--- src/rtl/cmx_pkg.sv ---
package cmx_pkg;

    typedef enum logic [1:0] {
        CMX_IDLE = 2'b00,
        CMX_RESP = 2'b01,
        CMX_CHAL = 2'b10,
        CMX_BOTH = 2'b11
    } cmx_state_e;

endpackage

--- src/rtl/cmx_rotator.sv ---
module cmx_rotator #(
    parameter int W     = 8,
    parameter int SHIFT = 0
) (
    input  logic [W-1:0] din,
    output logic [W-1:0] dout
);
    localparam int SH = SHIFT % W;

    for (genvar b = 0; b < W; b++) begin : g_bit
        assign dout[(b + SH) % W] = din[b];
    end
endmodule

--- src/rtl/cmx_pairnet.sv ---
module cmx_pairnet #(
    parameter int W = 8
) (
    input  logic [W-1:0] x,
    output logic [W-1:0] d
);
    localparam int HALF = W / 2;

    always_comb begin
        // every position starts at the top bit; only bit 0 keeps it
        d = {W{x[W-1]}};
        d[HALF] = x[0];
        for (int p = 3; p <= W - 1; p += 2) begin
            d[(p - 1) / 2] = x[p-1] ^ x[p];
        end
        for (int p = 2; p <= W - 2; p += 2) begin
            d[(W + p) / 2] = x[p-1] ^ x[p];
        end
    end
endmodule

--- src/rtl/cmx_window_xor.sv ---
module cmx_window_xor #(
    parameter int ROWS = 4,
    parameter int OUTS = 3,
    parameter int WIN  = 2,
    parameter int OFS  = 1
) (
    input  logic [ROWS-1:0] r,
    output logic [OUTS-1:0] y
);
    always_comb begin
        for (int o = 0; o < OUTS; o++) begin
            y[o] = 1'b0;
            for (int i = 1; i <= WIN; i++) begin
                y[o] = y[o] ^ r[(o + OFS + i) % ROWS];
            end
        end
    end
endmodule

--- src/rtl/chal_mix_net.sv ---
module chal_mix_net
    import cmx_pkg::*;
#(
    parameter int N = 8,
    parameter int Q = 4,
    parameter int M = 3,
    parameter int Z = 2,
    parameter int S = 1
) (
    input  logic           clk,
    input  logic           rst_n,
    input  logic           chal_valid,
    input  logic [N-1:0]   chal_in,
    input  logic           resp_valid,
    input  logic [Q-1:0]   resp_in,
    output logic           row_valid,
    output logic [Q*N-1:0] row_chal,
    output logic           mix_valid,
    output logic [M-1:0]   mix_out
);
    localparam int ROWBITS = Q * N;

    logic [ROWBITS-1:0] rot_flat;
    logic [ROWBITS-1:0] pair_flat;
    logic [M-1:0]       mix_next;
    cmx_state_e         state_q, state_d;

    assign rot_flat[N-1:0] = chal_in;

    // row r is row r-1 rotated by r-1: rotations accumulate
    for (genvar r = 1; r < Q; r++) begin : g_rot
        cmx_rotator #(.W(N), .SHIFT(r - 1)) u_rot (
            .din  (rot_flat[(r-1)*N +: N]),
            .dout (rot_flat[r*N +: N])
        );
    end

    for (genvar r = 0; r < Q; r++) begin : g_pair
        cmx_pairnet #(.W(N)) u_pair (
            .x (rot_flat[r*N +: N]),
            .d (pair_flat[r*N +: N])
        );
    end

    cmx_window_xor #(.ROWS(Q), .OUTS(M), .WIN(Z), .OFS(S)) u_win (
        .r (resp_in),
        .y (mix_next)
    );

    // next state: which paths capture on this edge
    always_comb begin
        unique case ({chal_valid, resp_valid})
            2'b00:   state_d = CMX_IDLE;
            2'b01:   state_d = CMX_RESP;
            2'b10:   state_d = CMX_CHAL;
            default: state_d = CMX_BOTH;
        endcase
    end

    always_ff @(posedge clk or negedge rst_n) begin
        if (!rst_n) state_q <= CMX_IDLE;
        else        state_q <= state_d;
    end

    // outputs decoded from state
    always_comb begin
        unique case (state_q)
            CMX_IDLE: begin row_valid = 1'b0; mix_valid = 1'b0; end
            CMX_RESP: begin row_valid = 1'b0; mix_valid = 1'b1; end
            CMX_CHAL: begin row_valid = 1'b1; mix_valid = 1'b0; end
            CMX_BOTH: begin row_valid = 1'b1; mix_valid = 1'b1; end
            default:  begin row_valid = 1'b0; mix_valid = 1'b0; end
        endcase
    end

    always_ff @(posedge clk or negedge rst_n) begin
        if (!rst_n) begin
            row_chal <= '0;
            mix_out  <= '0;
        end else begin
            if (chal_valid) row_chal <= pair_flat;
            if (resp_valid) mix_out  <= mix_next;
        end
    end
endmodule

--- config.mk ---
export PLATFORM = sky130hd
export DESIGN_NAME = chal_mix_net
export DESIGN_NICKNAME = d
export VERILOG_FILES = /design/src/rtl/cmx_pkg.sv /design/src/rtl/cmx_rotator.sv /design/src/rtl/cmx_pairnet.sv /design/src/rtl/cmx_window_xor.sv /design/src/rtl/chal_mix_net.sv
export SDC_FILE = /design/constraint.sdc
export NUM_CORES = 1
export LEC_CHECK = 0
export BUFFER_PORTS_ARGS = -buffer_cell sky130_fd_sc_hd__buf_2
export CAP_MARGIN = 25
export CORE_UTILIZATION = 44
export CTS_BUF_LIST = sky130_fd_sc_hd__clkbuf_4 sky130_fd_sc_hd__clkbuf_8
export DETAILED_ROUTE_END_ITERATION = 12
export PLACE_DENSITY_LB_ADDON = 0.12
export SLEW_MARGIN = 0
export SYNTH_ARGS = -nofsm -noshare
export SYNTH_HDL_FRONTEND = slang
export SYNTH_SLANG_ARGS = --single-unit
--- constraint.sdc ---
create_clock -name clk -period 0.9 [get_ports clk]
set_input_delay 0.045 -clock clk [delete_from_list [all_inputs] [get_ports clk]]
set_output_delay 0.045 -clock clk [all_outputs]
set_load 0.01 [all_outputs]
After elaboration in Yosys (flattened, before gate mapping). Index checks and enable logic that the tools add are counted.

Output and inout bits: 37. Register bits: 37. Word-level logic and storage cells: 28.

Eq/ne operators: 5. Reductions and logical operators: 6. Bitwise gates (word level): 11. Muxes and demuxes: 3.

Operators with widths (number): 1-bit bitwise XOR (11); 2-bit OR reduction (4); 2-bit == test (second input constant) (3); 2-bit one-hot mux with 3 select lines (1); 2-bit by 1-bit == test with 1-bit output (second input constant) (2); 2-bit zero test (2); 1-bit one-hot mux with 2 select lines (2).

Longest topological paths before layout. Gate-level depths: netlist (run 1).

Depth after elaboration: 3. Mapped depth: 3.

Cells and area by module. Synthesis (run 1) repeated with hierarchy kept, for this count alone.

Cells, all modules: 139. Area, all modules: 1995.7 µm².

Modules (own cells, without submodules): chal_mix_net (sequential area each 925.9 µm², times used 1, area an instance 1519.0 µm², cells each 80); cmx_pairnet (sequential area each 0.0 µm², times used 4, area an instance 67.6 µm², cells each 8); cmx_rotator (sequential area each 0.0 µm², times used 3, area an instance 60.1 µm², cells each 8); cmx_window_xor (sequential area each 0.0 µm², times used 1, area an instance 26.3 µm², cells each 3).

Worst setup path before layout (run 1). Ideal clock, no wire load.

Path kind: register -> register. Start point: register row_chal[20] (netlist name). End point: register row_chal[20]. Period minus slack after synthesis: 805 ps. Required time: 775 ps. Buffers on the path: 0. Data arrival time: 679 ps. Path slack: 95 ps. Cell stages (with the launch flop): 2. Setup time: 125 ps. Cells stage by stage: dfrtp_1 -> mux2_4.

RTL lines: end signal, assigned (RTL line chal_mix_net.sv:81) `if (chal_valid) row_chal <= pair_flat;`; end, declared (RTL line chal_mix_net.sv:17) `output logic [Q*N-1:0] row_chal,`.

==> results of run 1 <==
## registers in the layout (all words and copies together), names as in the netlist
| name | flops |
|---|---|
| mix_out | 3 |
| state_q | 2 |
| row_chal | 13 |
## cells in the final DEF, fill, tap and decap left out
| cell type | Yosys | final |
|---|---|---|
| a21oi_1 | 11 | 11 |
| buf_2 | 0 | 48 |
| buf_4 | 20 | 5 |
| buf_6 | 1 | 4 |
| clkbuf_4 | 0 | 3 |
| clkbuf_8 | 0 | 1 |
| dfrtp_1 | 18 | 18 |
| dlygate4sd3_1 | 0 | 3 |
| mux2_2 | 1 | 1 |
| mux2_4 | 4 | 4 |
| nor2_1 | 11 | 11 |
| xnor2_1 | 11 | 11 |
## metrics by stage
| step | utilization | area (µm²) | hold slack [ns] |
|---|---|---|---|
| detailed placement | 0.5667 | 1021 | 0.002271 |
| finish | 0.6299 | 1135 | 0.02411 |
| global route | 0.6299 | 1135 | 0.02304 |
| global placement | 0.5667 | 1021 | -0.005593 |
| CTS | 0.6118 | 1102 | 0.01692 |
| floorplan | - | 890.9 | -0.2506 |
## metal layers
layer,track usage,wire length [µm],vias up
met5,0,0,-
met4,0.1029,12,0
met3,0.02692,102,2
met2,0.2389,747,34
met1,0.1932,697,290
li1,-,-,318
## final cells by class
| type | count | area (µm²) | area share |
|---|---|---|---|
| Multi-Input combinational cell | 38 | 264.0 | 0.2326 |
| Timing Repair Buffer | 60 | 352.8 | 0.3109 |
| Clock buffer | 4 | 36.28 | 0.03197 |
| Tap cell | 25 | 31.28 | 0.02756 |
| Sequential cell | 18 | 450.4 | 0.3969 |
## worst max-delay path by stage
| stage | start | end | slack (ns) | depth (start not counted) |
|---|---|---|---|---|
| 2_1_floorplan | row_chal[20] | row_chal[20] | 0.1 | 1 |
| 3_3_place_gp | row_chal[20] | row_chal[20] | 0.14 | 1 |
| 3_5_place_dp | row_chal[20] | row_chal[20] | 0.13 | 1 |
| 4_1_cts | row_chal[22] | row_chal[31] | -0.02 | 1 |
| 5_1_grt | row_chal[22] | row_chal[22] | -0.07 | 1 |
| 6_report | row_chal[26] | row_chal[13] | -0.02 | 1 |
## worst reg2reg max path, cell delays in order (launching register included)
cell and delay, ns:
dfrtp_1 0.41, buf_4 0.13, mux2_4 0.25
## power groups by stage
stage	Combinational [mW]	Clock (mW)	Sequential, mW
2_1_floorplan	0.343	0	1.01
4_1_cts	0.535	0.520	0.954
5_1_grt	0.622	0.549	0.973
3_5_place_dp	0.508	0	0.970
6_report	0.559	0.501	0.959
3_3_place_gp	0.504	0	0.966
## cells by family after synthesis
| group | Yosys count | synth area share |
|---|---|---|
| DFF | 18 | 0.5056 |
| AOI/OAI and AO/OA | 11 | 0.06179 |
| xor gates and xnor gates | 11 | 0.1081 |
| buffers and inverters | 25 | 0.1980 |
| and+or+nand+nor | 11 | 0.04635 |
| muxes | 5 | 0.08006 |
## repair_timing
action / CTS / global route
buffers inserted: 2 / 1
pin swaps: 0 / 0
hold buffers: 3 / 0
setup endpoints to repair: 24 / 33
gates resized for setup: 0 / 4
gates cloned: 0 / 0
endpoints found under the hold margin: 23 / 0
==> impl_metrics.yaml, run 1 <==
power:
  switchingPower_mw: 0.5870
  leakage_nw: 0.5631
  vdd.ir_drop.worst_v: 0.0009283
  power.switching_fraction: 0.2909
  sequentialPowerShare: 0.475
  combPwrFrac: 0.277
  p_clk_frac: 0.248
  power_density_cells_nw_per_um2: 1778
  cellInternalPower_mw: 1.431
  finalPower_mw: 2.018
sta:
  fin_crit_sh: 1.019
  slew_violations: 0
  unrepaired_setup_endpoints_after_global_routing: "true"
  setup-violations-final: 10
  timing_hold_violations_final: 0
  timing_worst_slew_pin_value_ns: 0.4051
  slew_headroom: 0.7299
  final_period_minus_worst_setup_slack_ns: 0.9169
  fin_skew_ns: 0
  final.setup.worst_slack_ns: -0.01688
  final.setup.tns_ns: -0.07776
  maxClockFrequency_mhz: 1091
hold_path:
  whs_path_depth: 3
  holdCritStartpoint: "resp_in[1]"
  timing.hold.worst.class: "input port to register"
  whs_endpoint: "mix_out[2]"
final_layout:
  num-fill-cells: 155
  finish.cell_count_without_fillers: 145
  insertedDiodeCount: 0
  area_delta_synth_final_pct: 27.39
  final_layout_size_suffix_gt1_frac: 0.5500
  nNetsFinal: 137
global_routing:
  wire_length_of_the_first_global_routing_pass_mm: 2.256
  antenna_found_initial: 0
  gr-total-overflow: 0
  grt_pass1_vias: 514
  grt_start_max_net_pins: 19
  track_usage: 0.1529
critical_path:
  timing.critical_path.from_type: "register"
  worst_setup_path_end_kind: "primary output"
  critPathRequiredTime_ns: 0.85
  worst_path_max_delay_cell: "dfrtp_1"
  worstPathBufferInverterCount: 1
  timing.rr.end: "row_chal[20]"
  reg2reg_from: "row_chal[20]"
  r2r_slack_ns: 0
  crit_fanout: 5
  critPathKind: "register to primary output"
  arrival_ns: 0.87
  worst_path_dominant_cell_family: "flip-flops"
  critical_path.max_stage_delay_ns: 0.43
  critical_path_cell_by_cell: "buf_2"
  r2r_cells: 2
clock_network:
  path_clk_slew_ns: 0.11
  root_buffer: "clkbuf_4"
  cts.path.max_buffers: 2
  cts_tree: "built"
  cts_inserted_buffers: 3
  clock_tree.htree_level_count: 1
  clkSinkCount: 18
  worst_skew_pair.late_latency_ns: 0.29
flow_run:
  max-cap-violations: 0
yosys:
  yosysTopAreaCellShare: 0.5056
  yosys.cell_count.top_type: "buf_4"
  synth_commonest_cells: "buf_4 (20), dfrtp_1 (18), a21oi_1 (11), nor2_1 (11), xnor2_1 (11)"
  synth.area.top_cells: "dfrtp_1 (51%), buf_4 (17%), xnor2_1 (11%)"
  postSynth.topFlopCell: "dfrtp_1"
  ys_async_sr_fraction: 1.000
  netlist_area_pre_place_um2: 890.9
  ys_types: 9
  synth_cells: 81
  syn_area_per_cell_um2: 11.00
  synth_sequential_area_ratio: 0.5056
  synth_edf_count: 0
  yosys_warnings: 0
  ys_ff_latch: 18
  mappedNetlistNets: 97
  library_cell_with_the_largest_summed_area_after_synthesis: "dfrtp_1"
route:
  drt_iter0_drc: 3
  routed-via-count: 644
  post_detailed_route_wirelength_per_cell_um: 10.76
  ant_nets: 0
  drc: 0
  detail_route.wirelength_mm: 1.560
  detailedRoute.firstPassIterationCount: 4
  routed_via_density: 4.441
floorplan:
  dieHeight_um: 47.00
  floorplan.io_pins: 53
  core-area_um2: 1802
  initial_utilization: 0.4944
  design.die.area_um2: 2209
  die_x_um: 47.00
  placement_rows: 15
placement:
  routabilityCongestion: 0.6420
  post_place_setup_slack_ns: 0.1293
  cell_count_after_placement: 135
  hpwl_mm: 1.091
  port-buffer-count: 52
run_status:
  failing_checks: "setup timing"
  run_status: "finished, violations left"
No activity file was read; power rests on OpenSTA's default activity.
==> run 2: changes to the inputs <==
--- a/config.mk
+++ b/config.mk
@@ -10,7 +10,7 @@
 export CORE_UTILIZATION = 44
 export CTS_BUF_LIST = sky130_fd_sc_hd__clkbuf_4 sky130_fd_sc_hd__clkbuf_8
 export DETAILED_ROUTE_END_ITERATION = 12
-export PLACE_DENSITY_LB_ADDON = 0.12
+export PLACE_DENSITY = 0.81
 export SLEW_MARGIN = 0
 export SYNTH_ARGS = -nofsm -noshare
 export SYNTH_HDL_FRONTEND = slang
==> run 2 against run 1 <==
- global-route usage is 0.53 points lower
- critical path depth stayed put
- largest cell class unchanged
- the flow now finishes without violations
- hold slack better by 0.022 ns
- count of clock-buffer cells in the layout is 1 lower
- critical endpoint is now row_chal[18]
- combinational power is 6.6% lower
==> impl_metrics.yaml, run 2 (same netlist as run 1, synthesis figures left out) <==
sta:
  unrepaired_setup_endpoints_after_global_routing: "true"
  slew_violations: 0
  slew_headroom: 0.7366
  final.setup.worst_slack_ns: 0.01153
  setup-violations-final: 0
  timing_hold_violations_final: 0
  final_period_minus_worst_setup_slack_ns: 0.8885
  fin_skew_ns: 0
  timing_worst_slew_pin_value_ns: 0.3951
  final.setup.tns_ns: 0
  fin_crit_sh: 0.9872
  maxClockFrequency_mhz: 1126
critical_path:
  worst_setup_path_end_kind: "primary output"
  critical_path_cell_by_cell: "buf_2"
  worst_path_max_delay_cell: "dfrtp_1"
  crit_fanout: 5
  crit_start: "row_chal[27]"
  r2r_slack_ns: 0.12
  critPathRequiredTime_ns: 0.85
  timing.rr.end: "row_chal[20]"
  critical_path.max_stage_delay_ns: 0.41
  r2r_cells: 1
  capturing_element_of_the_worst_setup_path: "row_chal[18]"
  critPathKind: "register to primary output"
  reg2reg_from: "row_chal[20]"
  timing.critical_path.depth: 1
  worstPathBufferInverterCount: 1
  timing.critical_path.from_type: "register"
  worst_path_dominant_cell_family: "flip-flops"
  arrival_ns: 0.84
final_layout:
  insertedDiodeCount: 0
  layout_top_registers: "row_chal (13), mix_out (3), state_q (2)"
  largest_register_ffs: 13
  final_common_cell: "buf_2"
  top_register: "row_chal"
  area_delta_synth_final_pct: 20.79
  nNetsFinal: 133
  final_layout_size_suffix_gt1_frac: 0.5391
  most-common-layout-cells: "buf_2 (50), dfrtp_1 (18), xnor2_1 (11), nor2_1 (11), a21oi_1 (11)"
  finish.cell_count_without_fillers: 140
global_routing:
  grt_start_max_net_pins: 19
  wire_length_of_the_first_global_routing_pass_mm: 2.208
  track_usage: 0.1476
  antenna_found_initial: 0
  gr-total-overflow: 0
  grt_pass1_vias: 560
route:
  drc: 0
  drt_iter0_drc: 9
  post_detailed_route_wirelength_per_cell_um: 10.39
  detailedRoute.firstPassIterationCount: 3
  routed_via_density: 4.450
  ant_nets: 0
  routed-via-count: 623
  detail_route.wirelength_mm: 1.455
clock_network:
  root_buffer: "clkbuf_4"
  clkSinkCount: 18
  clock_tree.htree_level_count: 1
  path_clk_slew_ns: 0.09
  cts.path.max_buffers: 2
  cts_tree: "built"
  worst_skew_pair.late_latency_ns: 0.28
  cts_inserted_buffers: 3
power:
  power.switching_fraction: 0.2943
  leakage_nw: 0.5326
  vdd.ir_drop.worst_v: 0.0009660
  cellInternalPower_mw: 1.311
  sequentialPowerShare: 0.515
  combPwrFrac: 0.281
  switchingPower_mw: 0.5468
  power_density_cells_nw_per_um2: 1727
  finalPower_mw: 1.858
  p_clk_frac: 0.204
placement:
  routabilityCongestion: 0.6334
  hpwl_mm: 1.133
  port-buffer-count: 52
  cell_count_after_placement: 134
  post_place_setup_slack_ns: 0.1012
hold_path:
  holdCritStartpoint: "chal_in[0]"
  timing.hold.worst.class: "input port to register"
run_status:
  run_status: "completed"
floorplan:
  placement_rows: 15
  initial_utilization: 0.4944
  core-area_um2: 1802
  die_x_um: 47.00
  dieHeight_um: 47.00
  floorplan.io_pins: 53
  design.die.area_um2: 2209
flow_run:
  max-cap-violations: 0
-- run 2: cell count changes in the layout (fill, tap and decap cells not counted) --
cell | before | now
buf_2 | 48 | 50
clkbuf_8 | 1 | 0
dlygate4sd3_1 | 3 | 2
buf_6 | 4 | 2
buf_4 | 5 | 2
-- run 2: power groups by stage --
| stage | clock network, mW | registers (mW) | logic (mW) |
|---|---|---|---|
| 6_report | 0.380 | 0.956 | 0.522 |
| 2_1_floorplan | 0 | 1.01 | 0.343 |
| 3_3_place_gp | 0 | 0.968 | 0.497 |
| 5_1_grt | 0.426 | 0.974 | 0.581 |
| 3_5_place_dp | 0 | 0.971 | 0.506 |
| 4_1_cts | 0.400 | 0.956 | 0.521 |
-- run 2: timing repair --
action,in CTS,in global routing
resized for setup,0,2
setup buffers,1,0
hold buffers,2,0
endpoints found under the hold margin,21,0
endpoints found under the setup margin,15,30
-- run 2: area by class of cell --
| cell class | count | area [µm²] |
|---|---|---|
| Tap cell | 25 | 31.28 |
| Timing Repair Buffer | 56 | 307.8 |
| Clock buffer | 3 | 22.52 |
| Sequential cell | 18 | 450.4 |
| Multi-Input combinational cell | 38 | 264.0 |
| Fill cell | 168 | 725.7 |
-- run 2: stage by stage --
| stage | hold WS [ns] | utilization | cell area [µm²] |
|---|---|---|---|
| after global routing | 0.03307 | 0.5972 | 1076 |
| after global placement | -0.01268 | 0.5625 | 1013 |
| after CTS | 0.03827 | 0.5903 | 1064 |
| after detailed placement | -0.001105 | 0.5625 | 1013 |
| after floorplan | -0.2506 | - | 890.9 |
| final | 0.04587 | 0.5972 | 1076 |
-- run 2: per-layer routing --
metal	wire length [µm]	track usage	vias up
met3	132	0.03077	0
li1	-	-	308
met1	616	0.1753	280
met5	0	0	-
met4	0	0.06857	0
met2	707	0.2556	35
-- run 2: worst min path at each step --
stage	slack, ns	cells after the start	end
finish	0.05	2	row_chal[12]
global route	0.03	2	row_chal[12]
CTS	0.04	2	row_chal[12]
detailed placement	-0.001	1	row_chal[12]
global placement	-0.01	1	row_chal[20]
floorplan	-0.25	0	mix_out[0]
